$ cat src/rtl/gpio_port_pkg.sv
package gpio_port_pkg;
  // Byte offsets: software depends on these, so they are fixed
  localparam int OFS_DATA = 'h00;
  localparam int OFS_SET  = 'h04;
  localparam int OFS_CLR  = 'h08;
  localparam int OFS_TOG  = 'h0C;
  localparam int OFS_IN   = 'h10;
  localparam int OFS_DIR  = 'h14;

  typedef enum logic [2:0] {
    SEL_DATA = 3'd0,
    SEL_SET  = 3'd1,
    SEL_CLR  = 3'd2,
    SEL_TOG  = 3'd3,
    SEL_IN   = 3'd4,
    SEL_DIR  = 3'd5,
    SEL_NONE = 3'd7
  } reg_sel_e;
endpackage

$ cat src/rtl/gpio_port_decode.sv
module gpio_port_decode
  import gpio_port_pkg::*;
#(
  parameter int ADDR_W = 5
) (
  input  logic [ADDR_W-1:0] addr,
  output reg_sel_e          sel
);
  always_comb begin
    if (addr == ADDR_W'(OFS_DATA))     sel = SEL_DATA;
    else if (addr == ADDR_W'(OFS_SET)) sel = SEL_SET;
    else if (addr == ADDR_W'(OFS_CLR)) sel = SEL_CLR;
    else if (addr == ADDR_W'(OFS_TOG)) sel = SEL_TOG;
    else if (addr == ADDR_W'(OFS_IN))  sel = SEL_IN;
    else if (addr == ADDR_W'(OFS_DIR)) sel = SEL_DIR;
    else                               sel = SEL_NONE;
  end
endmodule

$ cat src/rtl/gpio_port_sync.sv
module gpio_port_sync #(
  parameter int WIDTH  = 32,
  parameter int STAGES = 2
) (
  input  logic             clk,
  input  logic             rst_n,
  input  logic [WIDTH-1:0] d,
  output logic [WIDTH-1:0] q
);
  logic [WIDTH-1:0] stage_q [STAGES];

  always_ff @(posedge clk) begin
    if (!rst_n) stage_q[0] <= '0;
    else        stage_q[0] <= d;
  end

  for (genvar s = 1; s < STAGES; s++) begin : g_stage
    always_ff @(posedge clk) begin
      if (!rst_n) stage_q[s] <= '0;
      else        stage_q[s] <= stage_q[s-1];
    end
  end

  assign q = stage_q[STAGES-1];
endmodule

$ cat src/rtl/gpio_port_outregs.sv
module gpio_port_outregs
  import gpio_port_pkg::*;
#(
  parameter int WIDTH = 32
) (
  input  logic             clk,
  input  logic             rst_n,
  input  logic             wr,
  input  reg_sel_e         sel,
  input  logic [WIDTH-1:0] wdata,
  output logic [WIDTH-1:0] out_q,
  output logic [WIDTH-1:0] dir_q
);
  always_ff @(posedge clk) begin
    if (!rst_n) begin
      out_q <= '0;
      dir_q <= '0;
    end else if (wr) begin
      case (sel)
        SEL_DATA: out_q <= wdata;
        SEL_SET:  out_q <= out_q | wdata;
        SEL_CLR:  out_q <= out_q & ~wdata;
        SEL_TOG:  out_q <= out_q ^ wdata;
        SEL_DIR:  dir_q <= wdata;
        default:  ;
      endcase
    end
  end
endmodule

$ cat src/rtl/gpio_port_inreg.sv
module gpio_port_inreg #(
  parameter int               WIDTH     = 32,
  parameter logic [WIDTH-1:0] IMPL_MASK = '1
) (
  input  logic             clk,
  input  logic             rst_n,
  input  logic             port_en,
  input  logic [WIDTH-1:0] pin_sync,
  input  logic [WIDTH-1:0] dig_en,
  output logic [WIDTH-1:0] in_q
);
  always_ff @(posedge clk) begin
    if (!rst_n)       in_q <= '0;
    else if (port_en) in_q <= pin_sync & dig_en & IMPL_MASK;
  end
endmodule

$ cat src/rtl/gpio_port.sv
module gpio_port
  import gpio_port_pkg::*;
#(
  parameter int               WIDTH       = 32,
  parameter int               ADDR_W      = 5,
  parameter int               SYNC_STAGES = 2,
  parameter logic [WIDTH-1:0] IMPL_MASK   = 32'hFFFF_F0FF
) (
  input  logic              clk,
  input  logic              rst_n,
  input  logic [ADDR_W-1:0] bus_addr,
  input  logic              bus_wr,
  input  logic [WIDTH-1:0]  bus_wdata,
  input  logic              bus_rd,
  output logic [WIDTH-1:0]  bus_rdata,
  input  logic [WIDTH-1:0]  pin_in,
  input  logic [WIDTH-1:0]  pin_dig_en,
  input  logic              port_en,
  output logic [WIDTH-1:0]  pin_out,
  output logic [WIDTH-1:0]  pin_oe
);
  reg_sel_e         sel;
  logic [WIDTH-1:0] out_q, dir_q, in_q, pin_sync, rd_mux, rdata_q;

  gpio_port_decode #(.ADDR_W(ADDR_W)) u_dec (
    .addr(bus_addr), .sel(sel)
  );

  gpio_port_outregs #(.WIDTH(WIDTH)) u_out (
    .clk(clk), .rst_n(rst_n), .wr(bus_wr), .sel(sel),
    .wdata(bus_wdata), .out_q(out_q), .dir_q(dir_q)
  );

  gpio_port_sync #(.WIDTH(WIDTH), .STAGES(SYNC_STAGES)) u_sync (
    .clk(clk), .rst_n(rst_n), .d(pin_in), .q(pin_sync)
  );

  gpio_port_inreg #(.WIDTH(WIDTH), .IMPL_MASK(IMPL_MASK)) u_in (
    .clk(clk), .rst_n(rst_n), .port_en(port_en),
    .pin_sync(pin_sync), .dig_en(pin_dig_en), .in_q(in_q)
  );

  always_comb begin
    case (sel)
      SEL_DATA: rd_mux = out_q;
      SEL_DIR:  rd_mux = dir_q;
      SEL_IN:   rd_mux = in_q;
      default:  rd_mux = '0;
    endcase
  end

  always_ff @(posedge clk) begin
    if (!rst_n)      rdata_q <= '0;
    else if (bus_rd) rdata_q <= rd_mux;
    else             rdata_q <= '0;
  end

  assign bus_rdata = rdata_q;
  assign pin_out   = out_q;
  assign pin_oe    = dir_q & IMPL_MASK;
endmodule

$ cat config.mk
export PLATFORM = sky130hd
export DESIGN_NAME = gpio_port
export DESIGN_NICKNAME = d
export VERILOG_FILES = /design/src/rtl/gpio_port_pkg.sv /design/src/rtl/gpio_port_decode.sv /design/src/rtl/gpio_port_sync.sv /design/src/rtl/gpio_port_outregs.sv /design/src/rtl/gpio_port_inreg.sv /design/src/rtl/gpio_port.sv
export SDC_FILE = /design/constraint.sdc
export NUM_CORES = 1
export LEC_CHECK = 0
export BUFFER_PORTS_ARGS = -buffer_cell sky130_fd_sc_hd__buf_2
export CAP_MARGIN = 5
export CORE_MARGIN = 3
export CORE_UTILIZATION = 40
export CTS_CLUSTER_DIAMETER = 150
export DETAILED_ROUTE_END_ITERATION = 16
export PLACE_DENSITY_LB_ADDON = 0.3
export SLEW_MARGIN = 10
export SYNTH_ARGS = -nofsm -noshare
export SYNTH_HDL_FRONTEND = slang
export SYNTH_SLANG_ARGS = --single-unit
$ cat constraint.sdc
create_clock -name clk -period 3.8 [get_ports clk]
set_clock_uncertainty 0.1 [all_clocks]
set_input_delay 0.76 -clock clk [delete_from_list [all_inputs] [get_ports clk]]
set_output_delay 0.76 -clock clk [all_outputs]
set_load 0.03 [all_outputs]
==> out/qor.yml, run 1 <==
slew_violations: 0
wl_per_cell_microns: 17.2
layout-drive-gt1-share_pct: 29.9
n_antenna_cell: 0
numCtsBuffers: 17
ys_seq_area_share_pct: 41.9
multiInputGateArea_sq_um: 4110
worstSkewPairLatency_ns: 0.43
drtIter0Drc: 451
synth-seq-cells: 180
cts-resized-gates: 0
final_util_pct: 48.6
grt_first_pass_wirelength_microns: 35800
cts_buffer_depth: 2
rr_worst_depth: 4
die_y_microns: 153
firstDrtPassIters: 5
post-route-period-util_pct: 60.7
status: "finished clean"
crit_fanout: 32
synth_area_per_cell_sq_um: 9.93
track_usage_pct: 19.2
hold_buffers: 0
grt-busiest-layer: "met2"
rows: 52
synth_area_sq_um: 8590
crit_path_max_incr_delay_ns: 0.63
reg2reg_to: "u_out.out_q[27]$_SDFFE_PN0P_"
yosysTopAreaCellShare_pct: 41.9
holdPathEnd: "u_sync.stage_q[1][6]$_SDFF_PN0_"
r2r-start: "u_out.out_q[27]$_SDFFE_PN0P_"
port_buffers: 189
leakage_nw: 4.46
hp-start: "u_sync.stage_q[0][6]$_SDFF_PN0_"
setup_tns_ns: 0
finalHoldViolCount: 0
p_per_area_nw_per_um2: 403
arrival_ns: 2.54
coreArea_sq_um: 20700
hp-class: "reg -> reg"
die_x_microns: 153
via_per_inst: 4.99
grtUsageMet2_pct: 32.4
grt-ovfl-total: 0
maxCapViolations: 0
grt_pass1_vias: 6549
grt_max_degree: 63
cts-htree-levels: 4
cts_tree: "done"
met3_usage_pct: 5.08
ant_nets: 0
fin_ws_ns: 1.49
syn_to_final_growth_pct: 17.1
drt-total-wl_microns: 22100
synthTopCellsByArea: "dfxtp_1, ha_1, mux4_2"
grt_antenna_before_repair: 1
clk_pin_slew_ns: 0.08
rsz0062_at_grt: "no"
regArea_sq_um: 3600
yosys_warnings: 0
nets: 1169
fmax_mhz: 434
nFillCells: 1995
ir_worst_vdd_mv: 0.266
critPathRequiredTime_ns: 4.03
initial_utilization_pct: 41.5
start_kind: "input pin"
die-area_sq_um: 23300
dp_hpwl_microns: 14800
slew_headroom_pct: 23.3
clock_sinks: 180
crit_path_end_kind: "flop"
tightestPinTransition_ns: 1.15
reg2reg_slack_ns: 2.12
cts_setup_buffers: 0
path_cells: "buf_2 > buf_4 > nor3_1 > o2111ai_4 > a21oi_1"
slowest_stage: "o2111ai_4"
whs_path_depth: 1
period_needed_ns: 2.31
crit_type: "in -> reg"
clockRootBuffer: "clkbuf_16"
grtUsageMet1_pct: 24.0
place_ws_ns: 0.977
yosysUniqueCellTypes: 31
setup-violations-final: 0
yosysTopAreaCell: "dfxtp_1"
routabilityCongestion: 0.750
vias: 6391
syn-instance-count: 865
io_pins: 202
drc: 0
power by group:
part           internal [mW]  switching [mW]
Sequential              1.93          0.0192
Clock                  0.889           0.839
Combinational          0.169           0.209
layout by cell type, fill, tap and decap left out, types with 3 or more instances in the layout:
cell / synthesis / final
dfxtp_1: 180 / 180
a21oi_1: 28 / 28
a21boi_1: 3 / 3
clkinv_4: 0 / 3
nand3_1: 60 / 60
o21ai_0: 32 / 32
mux4_2: 32 / 32
or2_2: 27 / 27
a22o_1: 32 / 32
and2_1: 57 / 56
clkbuf_16: 0 / 17
inv_1: 97 / 97
ha_1: 64 / 64
a22oi_1: 4 / 4
inv_6: 0 / 4
nand2b_1: 28 / 28
inv_8: 0 / 4
nor2_1: 5 / 5
conb_1: 1 / 4
nand2_1: 29 / 29
buf_4: 34 / 17
a21boi_0: 57 / 57
buf_2: 14 / 188
mux2i_1: 27 / 27
cells in the mapped netlist:
| library cell | count |
|---|---|
| nand3b_1 | 1 |
| mux2_2 | 1 |
| nand3_1 | 60 |
| nor3b_4 | 1 |
| inv_1 | 97 |
| nand2_1 | 29 |
| buf_6 | 7 |
| a21oi_1 | 28 |
| and3b_1 | 1 |
| a22o_1 | 32 |
| o2111ai_1 | 1 |
| or2_2 | 27 |
| conb_1 | 1 |
| nor3b_1 | 1 |
| nand2b_1 | 28 |
| or3b_1 | 1 |
| a21boi_0 | 57 |
| buf_4 | 34 |
| o21a_4 | 1 |
| and2_1 | 57 |
| clkbuf_1 | 38 |
| o21ai_0 | 32 |
| nor3_1 | 1 |
| mux4_2 | 32 |
| a21boi_1 | 3 |
| a22oi_1 | 4 |
| mux2i_1 | 27 |
| ha_1 | 64 |
| buf_2 | 14 |
| dfxtp_1 | 180 |
| nor2_1 | 5 |
worst max path at each step:
| stage | from | endpoint | slack [ns] | cells past startpoint |
|---|---|---|---|---|
| 2_1_floorplan | bus_addr[3] | u_out.out_q[10]$_SDFFE_PN0P_ | 1.66 | 4 |
| 3_3_place_gp | bus_addr[3] | bus_rdata[7]$_SDFF_PN0_ | 1.12 | 5 |
| 3_5_place_dp | bus_addr[3] | bus_rdata[30]$_SDFF_PN0_ | 0.98 | 5 |
| 4_1_cts | bus_addr[3] | bus_rdata[30]$_SDFF_PN0_ | 1.46 | 5 |
| 5_1_grt | bus_addr[3] | bus_rdata[3]$_SDFF_PN0_ | 1.38 | 5 |
| 6_report | bus_addr[3] | bus_rdata[30]$_SDFF_PN0_ | 1.49 | 5 |
sequential cells by signal, indices dropped and copies added, names as in the netlist:
name and flops:
u_out.out_q 32, u_in.in_q 28, u_out.dir_q 32, u_sync.stage_q 56, bus_rdata 32
routing by layer:
metal	part of all wire, %	wire, microns
met1	44	9720
met3	6.2	1360
met4	1.8	391
met5	0.091	20
met2	48	10600
cell families after synthesis:
kind of cell             Yosys count  synth area share [%]
AND/OR/NAND/NOR                  212                  13.8
buffers and inverters            190                  10.6
flip-flops                       180                  41.9
AO/OA/AOI/OAI                    158                  12.6
adder cells (fa/ha/maj)           64                  9.32
multiplexers                      60                  11.7
other                              1                0.0437
layout make-up:
class | count | share of cell area (%)
Multi-Input combinational cell | 498 | 40.9
Sequential cell | 180 | 35.8
Timing Repair Buffer | 205 | 10.6
Clock buffer | 18 | 4.37
Inverter | 97 | 3.62
Tap cell | 270 | 3.36
Clock inverter | 14 | 1.34
critical path, delay by kind of cell:
family	cells	cell delay, ns
and+or+nand+nor	1	0.35
AOI/OAI and AO/OA	2	1.00
buffers and inverters	2	0.41
metrics by stage:
stage          instances  total power [mW]  hold WS [ns]  instance area [sq um]
6_report            1282              4.05         0.328                  10100
5_1_grt             1282              4.22         0.348                  10100
4_1_cts             1282              4.11         0.332                  10100
3_5_place_dp        1250              2.37         0.319                   9490
3_3_place_gp        1250              2.36         0.313                   9490
2_1_floorplan        868              2.24         0.312                   8600
Power figures use the tool's default switching activity.
==> run 2, diff against run 1 <==
--- a/config.mk
+++ b/config.mk
@@ -5,6 +5,7 @@
 export SDC_FILE = /design/constraint.sdc
 export NUM_CORES = 1
 export LEC_CHECK = 0
+export ABC_AREA = 1
 export BUFFER_PORTS_ARGS = -buffer_cell sky130_fd_sc_hd__buf_2
 export CAP_MARGIN = 5
 export CORE_MARGIN = 3
==> constraint.sdc (replaced) <==
create_clock -name clk -period 2.14 [get_ports clk]
set_clock_uncertainty 0.1 [all_clocks]
set_input_delay 0.428 -clock clk [delete_from_list [all_inputs] [get_ports clk]]
set_output_delay 0.428 -clock clk [all_outputs]
set_load 0.03 [all_outputs]
==> run 2 against run 1 <==
  * Combinational power up 93%
  * Largest cell class unchanged
  * Cell area is 6.3% higher
  * Routed wire length is 8.3% higher
  * Critical path depth shrank 4
==> out/qor.yml, run 2 <==
status: "finished clean"
hold_buffers: 0  # unchanged
largest_reg_flops: 56  # unchanged
drt-total-wl_microns: 23900  # +8.3%
nets: 1592  # +36%
p_int_mw: 5.27  # +77%
clockRootBuffer: "clkbuf_16"
synth_async_sr_flop_share_pct: 0  # unchanged
drc: 0  # unchanged
cts_tree: "done"
slew_headroom_pct: 57.1  # +34 points
ir_worst_vdd_mv: 0.557  # +110%
p_per_area_nw_per_um2: 685  # +70%
slowest_stage: "dfxtp_1"
critPathTopFamily: "flip-flops"
syn-instance-count: 1285  # +49%
synth_edf_count: 0  # unchanged
die-area_sq_um: 24500  # +5.1%
fmax_mhz: 619
crit_path_end_kind: "output port"
die_y_microns: 156  # +2.5%
grt_max_degree: 97  # +54%
grtUsageMet2_pct: 29.5  # -2.8 points
numCtsBuffers: 17  # unchanged
layout-drive-gt1-share_pct: 18.5  # -11 points
synth-seq-cells: 180  # unchanged
yosysTopAreaCellShare_pct: 39.8  # -2.1 points
setup-violations-final: 0  # unchanged
die_x_microns: 156  # +2.5%
dp_hpwl_microns: 17100  # +15%
grt-busiest-layer: "met2"
yosysMostFrequentCell: "nand2_1"
mostFrequentLayoutCells: "nand2_1, inv_1, buf_2"
drtIter0Drc: 402  # -11%
largest-register: "u_sync.stage_q"
grt-ovfl-total: 0  # unchanged
critPathRequiredTime_ns: 1.61  # -2.42 ns
yosys_warnings: 0  # unchanged
cts-resized-gates: 0  # unchanged
slew_violations: 0  # unchanged
hp-class: "in -> reg"
port_buffers: 189  # unchanged
post-route-period-util_pct: 75.5
synth_area_sq_um: 9040  # +5.3%
coreArea_sq_um: 22000  # +6.5%
firstDrtPassIters: 5  # unchanged
maxCapViolations: 0  # unchanged
p_switching_mw: 2.05  # +92%
synth_area_per_cell_sq_um: 7.04  # -29%
met3_usage_pct: 4.20  # -0.88 points
nFillCells: 2245  # +13%
path_cells: "buf_2"
period_needed_ns: 1.62
start_kind: "flop"
vias: 7998  # +25%
grt_pass1_vias: 7257  # +11%
rows: 54  # +3.8%
cts_setup_buffers: 0  # unchanged
arrival_ns: 1.09  # -1.45 ns
synthTopCellsByArea: "dfxtp_1, nand2_1, inv_1"
critPathBufInv: 1  # -1
syn_to_final_growth_pct: 18.2
ant_nets: 0  # unchanged
cts-htree-levels: 4  # unchanged
track_usage_pct: 19.1  # -0.022 points
rsz0062_at_grt: "no"
io_pins: 202  # unchanged
clock_sinks: 180  # unchanged
final_common_cell: "nand2_1"
crit_fanout: 5  # -84%
initial_utilization_pct: 41.1  # -0.46 points
finalHoldViolCount: 0  # unchanged
crit_path_max_incr_delay_ns: 0.43  # -0.20 ns
grtUsageMet1_pct: 26.7  # +2.7 points
yosysTopAreaCell: "dfxtp_1"
wl_per_cell_microns: 13.9  # -19%
power.share.sequential_pct: 47.8  # -0.2 points
swShare_pct: 28.0  # +1.6 points
yosysUniqueCellTypes: 22  # -29%
leakage_nw: 5.73  # +28%
synth_ff_type: "dfxtp_1"
share_clk_of_total_power_pct: 42.3  # -0.3 points
grt_antenna_before_repair: 1  # unchanged
clk_pin_slew_ns: 0.07  # about the same
setup_tns_ns: 0  # unchanged
worstSkewPairLatency_ns: 0.43  # about the same
cts_buffer_depth: 2  # unchanged
via_per_inst: 4.66  # -6.5%
power_frac_comb_pct: 9.9  # +0.6 points
tightestPinTransition_ns: 0.643  # -0.507 ns
crit_type: "reg -> out"
ys_seq_area_share_pct: 39.8  # -2.1 points
grt_first_pass_wirelength_microns: 37600  # +5.2%
synth_commonest_cells: "nand2_1, inv_1, dfxtp_1"
routabilityCongestion: 0.853  # +14%
finalPower_mw: 7.32  # +81%
holdWs_ns: 0.0740  # -0.254 ns
run 2: changes by cell type in the layout (fill, tap and decap cells not counted), sizes merged, moves of 57 or more:
cell | before | now
a21boi | 60 | 0
a21oi | 28 | 128
and2 | 57 | 0
inv | 105 | 273
nand2 | 29 | 342
nand4 | 0 | 64
run 2: cell families after synthesis:
kind of cell,after synthesis,synth area share (%)
fa+ha+maj,64,8.85
buf+inv,372,17.3
other cells,1,0.0415
simple gates,469,21.9
compound gates,199,12.1
flops,180,39.8
run 2: worst paths after layout:
kind,startpoint,endpoint,slack [ns],cells after the start
max,u_out.out_q[9]$_SDFFE_PN0P_,pin_out[9],0.52,1
min,pin_in[12],u_sync.stage_q[0][12]$_SDFF_PN0_,0.07,3
max reg2reg,u_out.out_q[24]$_SDFFE_PN0P_,u_out.out_q[24]$_SDFFE_PN0P_,0.78,8
min reg2reg,u_sync.stage_q[0][20]$_SDFF_PN0_,u_sync.stage_q[1][20]$_SDFF_PN0_,0.31,2
run 2: final cells by class:
| type | count | area, sq um | share of cell area [%] |
|---|---|---|---|
| Multi-Input combinational cell | 736 | 3890 | 36.4 |
| Sequential cell | 180 | 3600 | 33.7 |
| Timing Repair Buffer | 222 | 1260 | 11.8 |
| Inverter | 265 | 995 | 9.30 |
| Clock buffer | 18 | 429 | 4.01 |
| Tap cell | 280 | 350 | 3.28 |
| Clock inverter | 14 | 158 | 1.47 |
| Antenna cell | 1 | 2.50 | 0.0234 |
run 2: power groups by stage:
| stage | clock, mW | sequential (mW) | combinational [mW] |
|---|---|---|---|
| detailed placement | 0 | 3.58 | 0.728 |
| CTS | 3.17 | 3.50 | 0.732 |
| finish | 3.09 | 3.50 | 0.728 |
| global route | 3.31 | 3.51 | 0.822 |
| global placement | 0 | 3.58 | 0.717 |
| floorplan | 0 | 3.61 | 0.427 |
run 2: tightest hold or removal path: stages:
cell	delay, ns
buf_2	0.07
nand2_1	0.04
inv_1	0.04
run 2: routing by layer:
layer | vias to the layer above | share of wire [%]
met4 | 0 | 2.1
li1 | 4219 | -
met5 | - | 0
met3 | 26 | 6.9
met2 | 216 | 43
met1 | 3537 | 48
run 2: metrics by stage:
step	setup WS (ns)	std cells	util, %	cell area [sq um]
3_3_place_gp	0.348	1683	45.9	10100
6_report	0.524	1716	48.5	10700
5_1_grt	0.471	1716	48.5	10700
2_1_floorplan	0.573	1288	-	9060
4_1_cts	0.506	1715	48.5	10700
3_5_place_dp	0.320	1683	45.9	10100
==> run 3, diff against run 2 <==
==> constraint.sdc (replaced) <==
create_clock -name clk -period 1.3 [get_ports clk]
set_clock_uncertainty 0.1 [all_clocks]
set_input_delay 0.26 -clock clk [delete_from_list [all_inputs] [get_ports clk]]
set_output_delay 0.26 -clock clk [all_outputs]
set_load 0.03 [all_outputs]
==> run 3 against run 2 <==
  * Clock power is 71% higher
  * The flow now finishes with violations (design-rule violations, negative setup slack)
  * Via count is 12% higher
  * Die area stayed put
  * Sequential power is 64% higher
  * Sequential share of layout area is 5.8 points lower
  * Register-to-register slack worse by 0.80 ns
  * First-iteration DRC count is 56% higher
  * Global-route usage is 2.3 points higher
  * Power is 74% higher
==> out/qor.yml, run 3 (synthesis gave the netlist of run 2 again) <==
vias: 8928  # +12%
grt_antenna_before_repair: 0  # -1
numCtsBuffers: 17  # unchanged
holdWs_ns: 0.0248  # -0.0491 ns
die_y_microns: 156  # unchanged
maxCapViolations: 0  # unchanged
drt-total-wl_microns: 28000  # +17%
slew_violations: 0  # unchanged
drtIter0Drc: 628  # +56%
arrival_ns: 1.02  # -0.07 ns
grt_first_pass_wirelength_microns: 41900  # +11%
leakage_nw: 6.68  # +17%
nFillCells: 1860  # -17%
layout-drive-gt1-share_pct: 33.1  # +15 points
reg2reg_slack_ns: -0.02  # -0.80 ns
crit_fanout: 3  # -2
rsz0062_at_grt: "yes"
ir_worst_vdd_mv: 0.794  # +43%
track_usage_pct: 21.4  # +2.3 points
p_per_area_nw_per_um2: 950  # +39%
ant_nets: 0  # unchanged
via_per_inst: 4.77  # +2.3%
grt-ovfl-total: 0  # unchanged
finalHoldViolCount: 0  # unchanged
final_common_cell: "nand2_1"
rr_worst_depth: 9  # +1
status: "finished, violations left"
setup-violations-final: 24  # +24
routabilityCongestion: 0.893  # +4.7%
grt_pass1_vias: 7866  # +8.4%
cts_tree: "done"
largest_reg_flops: 56  # unchanged
clk_pin_slew_ns: 0.08  # about the same
grt_max_degree: 57  # -41%
critPathRequiredTime_ns: 0.94  # -0.67 ns
fmax_mhz: 727
violations: "design-rule violations, negative setup slack"
largest-register: "u_sync.stage_q"
place_ws_ns: -0.262  # -0.582 ns
coreArea_sq_um: 22000  # unchanged
die_x_microns: 156  # unchanged
r2r-start: "u_out.out_q[21]$_SDFFE_PN0P_"
start_kind: "flop"
clockRootBuffer: "clkbuf_16"
hp-start: "bus_wdata[9]"
firstDrtPassIters: 11  # +6
wl_per_cell_microns: 15.0  # +7.4%
syn_to_final_growth_pct: 48.5
io_pins: 202  # unchanged
n_antenna_cell: 0  # -1
mostFrequentLayoutCells: "nand2_1, inv_1, buf_4"
fin_ws_ns: -0.0764  # -0.600 ns
whs_path_depth: 3  # unchanged
rows: 54  # unchanged
worstSkewPairLatency_ns: 0.43  # about the same
period_needed_ns: 1.38
port_buffers: 189  # unchanged
cts_buffer_depth: 2  # unchanged
post-route-period-util_pct: 106
reg2reg_to: "u_out.out_q[21]$_SDFFE_PN0P_"
nets: 1750  # +9.9%
cts-htree-levels: 4  # unchanged
dp_hpwl_microns: 18500  # +8.5%
crit_type: "reg -> out"
clock_sinks: 180  # unchanged
crit_path_end_kind: "output port"
drc: 2  # +2
hp-class: "in -> reg"
initial_utilization_pct: 41.1  # unchanged
holdPathEnd: "u_out.dir_q[9]$_SDFFE_PN0P_"
die-area_sq_um: 24500  # unchanged
-- run 3: cell count changes in the layout (fill, tap and decap cells not counted), sizes merged --
| cell | before | now |
|---|---|---|
| dlygate4sd3 | 0 | 55 |
| diode | 1 | 0 |
| buf | 222 | 325 |
-- run 3: routing by layer --
| metal | vias to the layer above | part of all wire [%] | GRT usage [%] |
|---|---|---|---|
| li1 | 4554 | - | - |
| met1 | 4029 | 45 | 29.8 |
| met4 | 0 | 2.5 | 6.29 |
| met5 | - | 0 | 0 |
| met2 | 297 | 46 | 33.6 |
| met3 | 48 | 6.0 | 4.31 |
-- run 3: what timing repair did --
item,in CTS,in global routing
hold endpoints to repair,55,0
pin swaps,0,109
endpoints found under the setup margin,85,105
buffers inserted,25,23
hold buffers,55,0
gates resized for setup,203,160
-- run 3: through the flow --
step | power (mW) | instance area, sq um | setup TNS (ns) | cells | util, %
6_report | 12.8 | 13400 | -0.579 | 1873 | 61.0
5_1_grt | 13.3 | 13400 | -2.87 | 1873 | 61.0
4_1_cts | 12.7 | 12600 | -0.550 | 1850 | 57.3
3_5_place_dp | 7.27 | 10800 | -20.14 | 1748 | 48.9
3_3_place_gp | 7.25 | 10800 | -19.15 | 1748 | 48.9
2_1_floorplan | 6.67 | 9200 | -1.91 | 1288 | -
-- run 3: final cells by class --
type	count	area, sq um	share of cell area [%]
inverters	265	1040	7.72
clock inverters	14	178	1.32
repair buffers	380	3280	24.4
multi-input cells	736	4400	32.7
flip-flops and latches	180	3760	28.0
clock buffers	18	439	3.27
well taps	280	350	2.61
-- run 3: worst max path at each step --
stage	from	end
after detailed placement	bus_addr[0]	u_out.out_q[29]$_SDFFE_PN0P_
final	u_out.out_q[27]$_SDFFE_PN0P_	pin_out[27]
after floorplan	bus_addr[2]	bus_rdata[14]$_SDFF_PN0_
after CTS	u_out.out_q[16]$_SDFFE_PN0P_	pin_out[16]
after global placement	bus_addr[0]	u_out.out_q[25]$_SDFFE_PN0P_
after global routing	u_out.out_q[7]$_SDFFE_PN0P_	u_out.out_q[7]$_SDFFE_PN0P_
-- run 3: where the power goes --
| part | switching [mW] | internal, mW |
|---|---|---|
| Combinational | 0.963 | 0.791 |
| Sequential | 0.0965 | 5.65 |
| Clock | 2.59 | 2.68 |
| Total | 3.65 | 9.12 |
-- run 3: critical path, cell delays in order, from the launching register on --
cell	delay (ns)
dfxtp_2	0.37
buf_6	0.11
buf_6	0.12
